`src/rtl/sc_fifo_pkg.sv`:
```
package sc_fifo_pkg;

    typedef enum logic {
        MODE_NORMAL    = 1'b0,
        MODE_SHOWAHEAD = 1'b1
    } out_mode_e;

    typedef enum logic {
        OPT_AREA  = 1'b0,
        OPT_SPEED = 1'b1
    } opt_e;

    // cycles between an accepted write into an empty buffer and empty falling
    function automatic int unsigned empty_delay(input out_mode_e mode, input opt_e opt);
        int unsigned d;
        d = 1;
        if (opt == OPT_SPEED)
            d = d + 1;
        if (mode == MODE_SHOWAHEAD)
            d = d + 1;
        return d;
    endfunction

endpackage

```
`src/rtl/sc_fifo_ram.sv`:
```
module sc_fifo_ram #(
    parameter int unsigned DATA_W = 8,
    parameter int unsigned DEPTH  = 16,
    localparam int unsigned AW    = $clog2(DEPTH)
) (
    input  logic              clk,
    input  logic              we,
    input  logic [AW-1:0]     waddr,
    input  logic [DATA_W-1:0] wdata,
    input  logic [AW-1:0]     raddr,
    output logic [DATA_W-1:0] rdata
);

    logic [DATA_W-1:0] mem_q [DEPTH];

    always_ff @(posedge clk) begin
        if (we)
            mem_q[waddr] <= wdata;
    end

    assign rdata = mem_q[raddr];

endmodule

```
`src/rtl/sc_fifo_ctrl.sv`:
```
module sc_fifo_ctrl #(
    parameter int unsigned DEPTH = 16,
    localparam int unsigned AW   = $clog2(DEPTH),
    localparam int unsigned CW   = AW + 1
) (
    input  logic          clk,
    input  logic          rst_n,
    input  logic          sclr,
    input  logic          wr_req,
    input  logic          rd_acc,
    output logic          wr_acc,
    output logic [AW-1:0] wptr,
    output logic [AW-1:0] rptr_q,
    output logic [AW-1:0] rptr_d,
    output logic [AW-1:0] used_words,
    output logic          full
);

    typedef struct packed {
        logic [AW-1:0] wptr;
        logic [AW-1:0] rptr;
        logic [CW-1:0] cnt;
        logic          full;
    } ctrl_t;

    ctrl_t st_q, st_d;
    logic  wr_ok;

    always_comb begin
        st_d  = st_q;
        wr_ok = wr_req && !st_q.full;
        if (wr_ok)
            st_d.wptr = st_q.wptr + AW'(1);
        if (rd_acc)
            st_d.rptr = st_q.rptr + AW'(1);
        case ({wr_ok, rd_acc})
            2'b10:   st_d.cnt = st_q.cnt + CW'(1);
            2'b01:   st_d.cnt = st_q.cnt - CW'(1);
            default: st_d.cnt = st_q.cnt;
        endcase
        st_d.full = (st_d.cnt == CW'(DEPTH));
        if (sclr) begin
            st_d  = '0;
            wr_ok = 1'b0;
        end
    end

    always_ff @(posedge clk or negedge rst_n) begin
        if (!rst_n)
            st_q <= '0;
        else
            st_q <= st_d;
    end

    assign wr_acc     = wr_ok;
    assign wptr       = st_q.wptr;
    assign rptr_q     = st_q.rptr;
    assign rptr_d     = st_d.rptr;
    assign used_words = st_q.cnt[AW-1:0];
    assign full       = st_q.full;

endmodule

```
`src/rtl/sc_fifo_vis.sv`:
```
module sc_fifo_vis #(
    parameter int unsigned DEPTH = 16,
    parameter int unsigned DELAY = 1,
    localparam int unsigned CW   = $clog2(DEPTH) + 1
) (
    input  logic clk,
    input  logic rst_n,
    input  logic sclr,
    input  logic wr_acc,
    input  logic rd_acc,
    output logic empty
);

    typedef struct packed {
        logic [CW-1:0] vis;
        logic          empty;
    } vis_t;

    localparam vis_t VIS_RST = '{vis: '0, empty: 1'b1};

    vis_t st_q, st_d;
    logic arrive;

    generate
        if (DELAY > 1) begin : g_dly
            logic [DELAY-2:0] pipe_q;
            always_ff @(posedge clk or negedge rst_n) begin
                if (!rst_n)
                    pipe_q <= '0;
                else if (sclr)
                    pipe_q <= '0;
                else
                    pipe_q <= (DELAY-1)'({pipe_q, wr_acc});
            end
            assign arrive = pipe_q[DELAY-2];
        end else begin : g_nodly
            assign arrive = wr_acc;
        end
    endgenerate

    always_comb begin
        st_d = st_q;
        case ({arrive, rd_acc})
            2'b10:   st_d.vis = st_q.vis + CW'(1);
            2'b01:   st_d.vis = st_q.vis - CW'(1);
            default: st_d.vis = st_q.vis;
        endcase
        st_d.empty = (st_d.vis == '0);
        if (sclr)
            st_d = VIS_RST;
    end

    always_ff @(posedge clk or negedge rst_n) begin
        if (!rst_n)
            st_q <= VIS_RST;
        else
            st_q <= st_d;
    end

    assign empty = st_q.empty;

endmodule

```
`src/rtl/sc_fifo.sv`:
```
module sc_fifo
    import sc_fifo_pkg::*;
#(
    parameter int unsigned DATA_W   = 8,
    parameter int unsigned DEPTH    = 16,
    parameter out_mode_e   OUT_MODE = MODE_SHOWAHEAD,
    parameter opt_e        OPT      = OPT_SPEED,
    localparam int unsigned AW      = $clog2(DEPTH)
) (
    input  logic              clk,
    input  logic              rst_n,
    input  logic              sclr,
    input  logic              wr_req,
    input  logic              rd_req,
    input  logic [DATA_W-1:0] wr_data,
    output logic [DATA_W-1:0] rd_data,
    output logic              full,
    output logic              empty,
    output logic [AW-1:0]     used_words
);

    localparam int unsigned EMPTY_DLY = empty_delay(OUT_MODE, OPT);
    localparam bit          SHOW      = (OUT_MODE == MODE_SHOWAHEAD);

    typedef struct packed {
        logic [DATA_W-1:0] q;
    } out_t;

    out_t              out_q, out_d;
    logic              rd_acc;
    logic              wr_acc;
    logic [AW-1:0]     wptr;
    logic [AW-1:0]     rptr_q;
    logic [AW-1:0]     rptr_d;
    logic [AW-1:0]     raddr;
    logic [DATA_W-1:0] ram_rd;

    assign rd_acc = rd_req && !empty;

    sc_fifo_ctrl #(.DEPTH(DEPTH)) u_ctrl (
        .clk        (clk),
        .rst_n      (rst_n),
        .sclr       (sclr),
        .wr_req     (wr_req),
        .rd_acc     (rd_acc),
        .wr_acc     (wr_acc),
        .wptr       (wptr),
        .rptr_q     (rptr_q),
        .rptr_d     (rptr_d),
        .used_words (used_words),
        .full       (full)
    );

    sc_fifo_vis #(.DEPTH(DEPTH), .DELAY(EMPTY_DLY)) u_vis (
        .clk    (clk),
        .rst_n  (rst_n),
        .sclr   (sclr),
        .wr_acc (wr_acc),
        .rd_acc (rd_acc),
        .empty  (empty)
    );

    generate
        if (SHOW) begin : g_ahead_addr
            assign raddr = rptr_d;
        end else begin : g_normal_addr
            assign raddr = rptr_q;
        end
    endgenerate

    sc_fifo_ram #(.DATA_W(DATA_W), .DEPTH(DEPTH)) u_ram (
        .clk   (clk),
        .we    (wr_acc),
        .waddr (wptr),
        .wdata (wr_data),
        .raddr (raddr),
        .rdata (ram_rd)
    );

    always_comb begin
        out_d = out_q;
        if (sclr)
            out_d.q = '0;
        else if (SHOW || rd_acc)
            out_d.q = ram_rd;
    end

    always_ff @(posedge clk or negedge rst_n) begin
        if (!rst_n)
            out_q <= '0;
        else
            out_q <= out_d;
    end

    assign rd_data = out_q.q;

endmodule

```
`config.mk`:
```
export PLATFORM = sky130hd
export DESIGN_NAME = sc_fifo
export DESIGN_NICKNAME = d
export VERILOG_FILES = /design/src/rtl/sc_fifo_pkg.sv /design/src/rtl/sc_fifo_ram.sv /design/src/rtl/sc_fifo_ctrl.sv /design/src/rtl/sc_fifo_vis.sv /design/src/rtl/sc_fifo.sv
export SDC_FILE = /design/constraint.sdc
export NUM_CORES = 1
export LEC_CHECK = 0
export ABC_AREA = 1
export BUFFER_PORTS_ARGS = -buffer_cell sky130_fd_sc_hd__buf_4
export CORE_ASPECT_RATIO = 0.75
export CORE_MARGIN = 1.5
export CORE_UTILIZATION = 30
export CTS_BUF_LIST = sky130_fd_sc_hd__clkbuf_8
export DETAILED_ROUTE_END_ITERATION = 8
export GPL_TIMING_DRIVEN = 0
export PLACE_DENSITY_LB_ADDON = 0.1
export SETUP_SLACK_MARGIN = 0.02
export SLEW_MARGIN = 20
export SYNTH_ARGS = -nofsm -noshare
export SYNTH_HDL_FRONTEND = slang
export SYNTH_SLANG_ARGS = --single-unit
```
`constraint.sdc`:
```
create_clock -name clk -period 1.8 [get_ports clk]
set_input_delay 0.36 -clock clk [delete_from_list [all_inputs] [get_ports clk]]
set_output_delay 0.36 -clock clk [all_outputs]
set_load 0.03 [all_outputs]
```
# Word-level counts from Yosys, hierarchy flattened
# Memory sizes are Yosys's and may differ from the RTL's.
# Index checks and enable logic that the tools add are counted.
# Widths: inputs -> output; s select.
dict set report totals {
  elab_cells 37
  reg_bits 30
  in_bits 13
  out_inout_bits 14
  latchBits 0
  mem_count 1
  ramBits 128
  romBits 0
}
dict set report op_classes {
  eq_ne 5
  div_mod_pow 0
  n_lt_le_gt_ge 0
  bitwise 0
  n_shift 0
  addsub 6
  n_reduce_logical 6
  mul 0
  n_mux 11
}
# name words width read_ports rd_ports_with_merged_regs write_ports line_no
set mem_list {}
lappend mem_list {u_ram.mem_q 16 8 1 0 1 sc_fifo_ram.sv:14} ;# logic [DATA_W-1:0] mem_q [DEPTH];
# cell n
set op_table {}
lappend op_table {{$pmux 5 s2} 2}
lappend op_table {{$mux 14} 1}
lappend op_table {{$add 5x1->5 const B} 2}
lappend op_table {{$sub 5x1->5 const B} 2}
lappend op_table {{$add 4x1->4 const B} 2}
lappend op_table {{$mux 4} 2}
lappend op_table {{$mux 8} 1}
lappend op_table {{$mux 6} 1}
lappend op_table {{$eq 5x5->1 const B} 1}
lappend op_table {{$logic_not 5->1} 1}
lappend op_table {{$eq 2x1->1 const B} 2}
lappend op_table {{$eq 2x2->1 const B} 2}
lappend op_table {{$mux 1} 3}
lappend op_table {{$logic_and 1x1->1} 2}
lappend op_table {{$logic_not 1->1} 2}
lappend op_table {{$mux 2} 1}
lappend op_table {{$reduce_bool 2->1} 1}

# Depth between registers and ports, before layout
# An unclocked memory read counts as a cell.
dict set report depth {
  ltp_word 8
  ltp_mapped 15
  ltp_nobuf 15
}

# By module
# Synthesis repeated with hierarchy kept, for this count alone.
dict set report hier_totals {
  cells_unflattened 774
  area_unflattened_um2 7477.2
}
# mod instances area_each_um2 cells_per_inst seq_area_each_um2
set modules_own_cells {}
lappend modules_own_cells {sc_fifo_ram 1 5606.6 543 3843.7}
lappend modules_own_cells {sc_fifo_ctrl 1 992.2 126 350.3}
lappend modules_own_cells {sc_fifo_vis 1 599.3 78 201.4}
lappend modules_own_cells {sc_fifo 1 279.0 27 200.2}

# Worst setup path before layout
# OpenSTA, ideal clock, no wires.
dict set report synth_path {
  path_kind {reg2reg}
  from {register u_ctrl.st_q (netlist bit u_ctrl.full)}
  to {memory u_ram.mem_q[10][0], enable pin}
  synth_period_minus_slack_ps 2078
  path_stages_with_launch 6
  n_path_buf 0
  arrival_ps 1695
  path_slack_ps -278
  required_ps 1417
  setup_ps 383
  path_cell_list {dfrtp_1 inv_1 nand2_1 nor2_1 inv_1 nor3_1}
}
dict set report synth_via {
  elab_chain_cells 5
}
# element line_no
set synth_rtl {}
lappend synth_rtl {{from (decl)} sc_fifo_ctrl.sv:26} ;# ctrl_t st_q, st_d;
lappend synth_rtl {{from (signal assigned)} sc_fifo_ctrl.sv:52} ;# st_q <= st_d;
lappend synth_rtl {{$logic_not 1->1} sc_fifo_ctrl.sv:31} ;# wr_ok = wr_req && !st_q.full;
lappend synth_rtl {{$logic_and 1x1->1} sc_fifo_ctrl.sv:31}
lappend synth_rtl {{$mux 1} sc_fifo_ctrl.sv:42} ;# if (sclr) begin
lappend synth_rtl {{$mux 1} sc_fifo_ram.sv:17} ;# if (we)
lappend synth_rtl {{$mux 1 (implied by the code)} sc_fifo_ram.sv:18} ;# mem_q[waddr] <= wdata;
lappend synth_rtl {{to (decl)} sc_fifo_ram.sv:14}
# No other way between the ends.

==> flow_metrics.env <==
export IMPL_firstDrtPassIters=5
export IMPL_cts_tree="built"
export IMPL_hp_class="input pin to flop"
export IMPL_reg2regPathDepth=12
export IMPL_reg2reg_slack_ns=-0.09
export IMPL_syn_inst=653
export IMPL_dr_first_iter_drc_count=439
export IMPL_final_common_cell="nand2_1"
export IMPL_finalSetupViolCount=11
export IMPL_area_delta_synth_final_pct=35.4
export IMPL_power_density_mw_per_mm2=1170
export IMPL_drcViolationCount=0
export IMPL_drt_wirelength_per_cell_microns=19.8
export IMPL_grt_util_all_layers=0.182
export IMPL_place_ws_ns=-0.611
export IMPL_ant_nets=0
export IMPL_wirelength_microns=21000
export IMPL_start_util=0.310
export IMPL_grt_pass1_vias=4979
export IMPL_ys_ff_latch=158
export IMPL_clock_path_buffers=2
export IMPL_ys_warn_count=0
export IMPL_vias=5088
export IMPL_vias_per_cell=4.80
export IMPL_overflow=0
export IMPL_cp_end_kind="flop"
export IMPL_dp_cells=974
export IMPL_max_freq_ghz=0.530
export IMPL_placementRows=47
export IMPL_ir_drop_mv=0.461
export IMPL_r2r_start="u_vis.empty"
export IMPL_violations="setup timing"
export IMPL_cts_root_buffer="clkbuf_8"
export IMPL_drv_slew=0
export IMPL_die_width_microns=179
export IMPL_hold_viol=0
export IMPL_core_area_sq_mm=0.0224
export IMPL_layout_drive_gt1_share=0.351
export IMPL_power_leakage_nw=3.72
export IMPL_fin_skew_ns=0.0164
export IMPL_whs_path_depth=1
export IMPL_grt_max_degree=31
export IMPL_diodes=0
export IMPL_antenna_found_initial=0
export IMPL_cp_start_kind="flop"
export IMPL_ys_seq_area_frac=0.662
export IMPL_cts_buffers=17
export IMPL_period_needed_ns=1.89
export IMPL_post_dp_hpwl_microns=13200
export IMPL_place_area_sq_mm=0.00758
export IMPL_io_pins=27
export IMPL_timing_final_ws_setup_ns=-0.0870
export IMPL_fin_crit_sh=1.05
export IMPL_worstPathArrival_ns=2.27
export IMPL_place_congestion=0.817
export IMPL_power_mw=11.0
export IMPL_crit_fanout=10
export IMPL_max_cap_violations=0
export IMPL_path_class="flop to flop"
export IMPL_final_cell_mix="178 x nand2_1, 128 x edfxtp_1, 87 x nand3_1"
export IMPL_syn_avg_cell_area_sq_um=10.6
export IMPL_clock_latency_ns=0.46
export IMPL_clock_sinks=158
export IMPL_die_y_microns=135
export IMPL_syn_nets=675
export IMPL_ys_types=31
export IMPL_fin_nets=775
export IMPL_grt_pass1_wl_microns=30800
export IMPL_worst_slew_pin_slew_ns=0.766
export IMPL_grt_setup_unrepaired="yes"
export IMPL_hold_end="u_ram.mem_q[6][5]"
export IMPL_worst_r2r_endpoint="rd_data[7]"
export IMPL_dieArea_sq_mm=0.0241
export IMPL_portBuffers=26
export IMPL_clkTransAtPathRegs_ns=0.09
export IMPL_htreeDepth=4
export IMPL_min_from="wr_data[5]"
export IMPL_final_cells=1060
export IMPL_maxSlewHeadroom=0.489
export IMPL_synthesis_area_sq_mm=0.00694
export IMPL_final_cell_area_sq_mm=0.00940
export IMPL_crit_required_ns=2.18
export IMPL_status="finished, violations left"
cell usage after synthesis:
| master | n | area share |
|---|---|---|
| nand3_1 | 115 | 0.083 |
| nand3_2 | 1 | 0.0014 |
| inv_1 | 39 | 0.021 |
| xnor2_1 | 1 | 0.0013 |
| clkbuf_1 | 2 | 0.0011 |
| xor2_1 | 3 | 0.0038 |
| o21ai_0 | 7 | 0.0050 |
| inv_2 | 5 | 0.0027 |
| buf_8 | 1 | 0.0022 |
| nand3b_1 | 1 | 0.0011 |
| nor2_1 | 47 | 0.025 |
| nor3_1 | 8 | 0.0058 |
| ha_1 | 9 | 0.016 |
| nor2_2 | 1 | 0.00090 |
| buf_2 | 11 | 0.0079 |
| dfstp_2 | 1 | 0.0038 |
| buf_4 | 4 | 0.0043 |
| o21bai_1 | 1 | 0.0011 |
| dfrtp_1 | 29 | 0.10 |
| nand3_4 | 2 | 0.0050 |
| nor4_1 | 1 | 0.00090 |
| nand2_2 | 1 | 0.00090 |
| nor2_4 | 1 | 0.0016 |
| edfxtp_1 | 128 | 0.55 |
| nand2_4 | 1 | 0.0016 |
| o21ai_1 | 1 | 0.00072 |
| nand2_1 | 206 | 0.11 |
| nand4_1 | 10 | 0.0090 |
| nor2_8 | 1 | 0.0029 |
| a21oi_1 | 5 | 0.0036 |
| buf_6 | 10 | 0.016 |
worst max-delay path: stages, from the launching register on:
cell	delay, ns
dfstp_2	0.59
inv_4	0.07
nand3_4	0.09
nand3_4	0.12
inv_6	0.11
buf_12	0.16
buf_12	0.15
nand2_1	0.05
nand3_1	0.06
nand3_1	0.08
nand3_1	0.10
nand2_2	0.08
nor2_4	0.14
flip-flops by register name (all words and copies together), names as in the netlist:
| name | flops |
|---|---|
| rd_data | 8 |
| u_ctrl.full | 1 |
| u_ctrl.rptr_q | 4 |
| u_ctrl.st_q | 1 |
| u_ctrl.used_words | 4 |
| u_ctrl.wptr | 4 |
| u_ram.mem_q | 128 |
| u_vis.empty | 1 |
| u_vis.g_dly.pipe_q | 2 |
| u_vis.st_q | 5 |
how the worst max path moves through the flow:
stage	startpoint	endpoint	slack, ns	cells after the start
2_1_floorplan	u_ctrl.full	u_ram.mem_q[4][0]	-0.01	5
3_3_place_gp	sclr	u_ram.mem_q[11][0]	-0.70	3
3_5_place_dp	sclr	rd_data[5]	-0.61	8
4_1_cts	u_ctrl.wptr[1]	u_ram.mem_q[7][6]	-0.15	3
5_1_grt	u_vis.empty	u_vis.empty	-0.19	15
6_report	u_vis.empty	rd_data[7]	-0.09	12
metrics by stage:
step / utilization / hold WS (ns) / setup TNS, ns
2_1_floorplan: - / 0.0644 / -1.06
3_3_place_gp: 0.338 / 0.345 / -68.04
3_5_place_dp: 0.339 / 0.352 / -57.14
4_1_cts: 0.398 / 0.189 / -2.66
5_1_grt: 0.419 / 0.219 / -1.94
6_report: 0.419 / 0.251 / -0.594
layout make-up:
type,instances,area [sq um]
Tap cell,294,368
Buffer,28,374
Inverter,44,184
Multi-Input combinational cell,424,2580
Fill cell,2149,13000
Clock inverter,15,150
Timing Repair Buffer,80,911
Sequential cell,158,4600
Clock buffer,17,234
timing repair:
item,4_1_cts,5_1_grt
endpoints found under the hold margin,29,0
endpoints found under the setup margin,132,83
resized for setup,126,69
buffers inserted,33,12
pin swaps,35,28
cloned,5,3
hold buffers,1,0
metal layers:
| layer | global-route usage | vias up | routed length [microns] |
|---|---|---|---|
| li1 | - | 2424 | - |
| met1 | 0.271 | 2548 | 10300 |
| met2 | 0.277 | 107 | 9430 |
| met3 | 0.0349 | 9 | 1110 |
| met4 | 0.0375 | 0 | 133 |
| met5 | 0 | - | 0 |
power breakdown:
part / leakage (nW) / switching, mW / internal (mW)
Sequential: 1.55 / 0.143 / 4.16
Clock: 0.194 / 1.49 / 1.14
Combinational: 1.98 / 2.33 / 1.71
Total: 3.72 / 3.96 / 7.01
logic make-up after synthesis:
kind of cell,count (synthesis),share of synthesized area
AND/OR/NAND/NOR,396,0.251
buffers and inverters,72,0.0555
XOR/XNOR,4,0.00505
AO/OA/AOI/OAI,14,0.0105
adder cells (fa/ha/maj),9,0.0162
flip-flops,158,0.662
(Power assumes the default switching activity.)
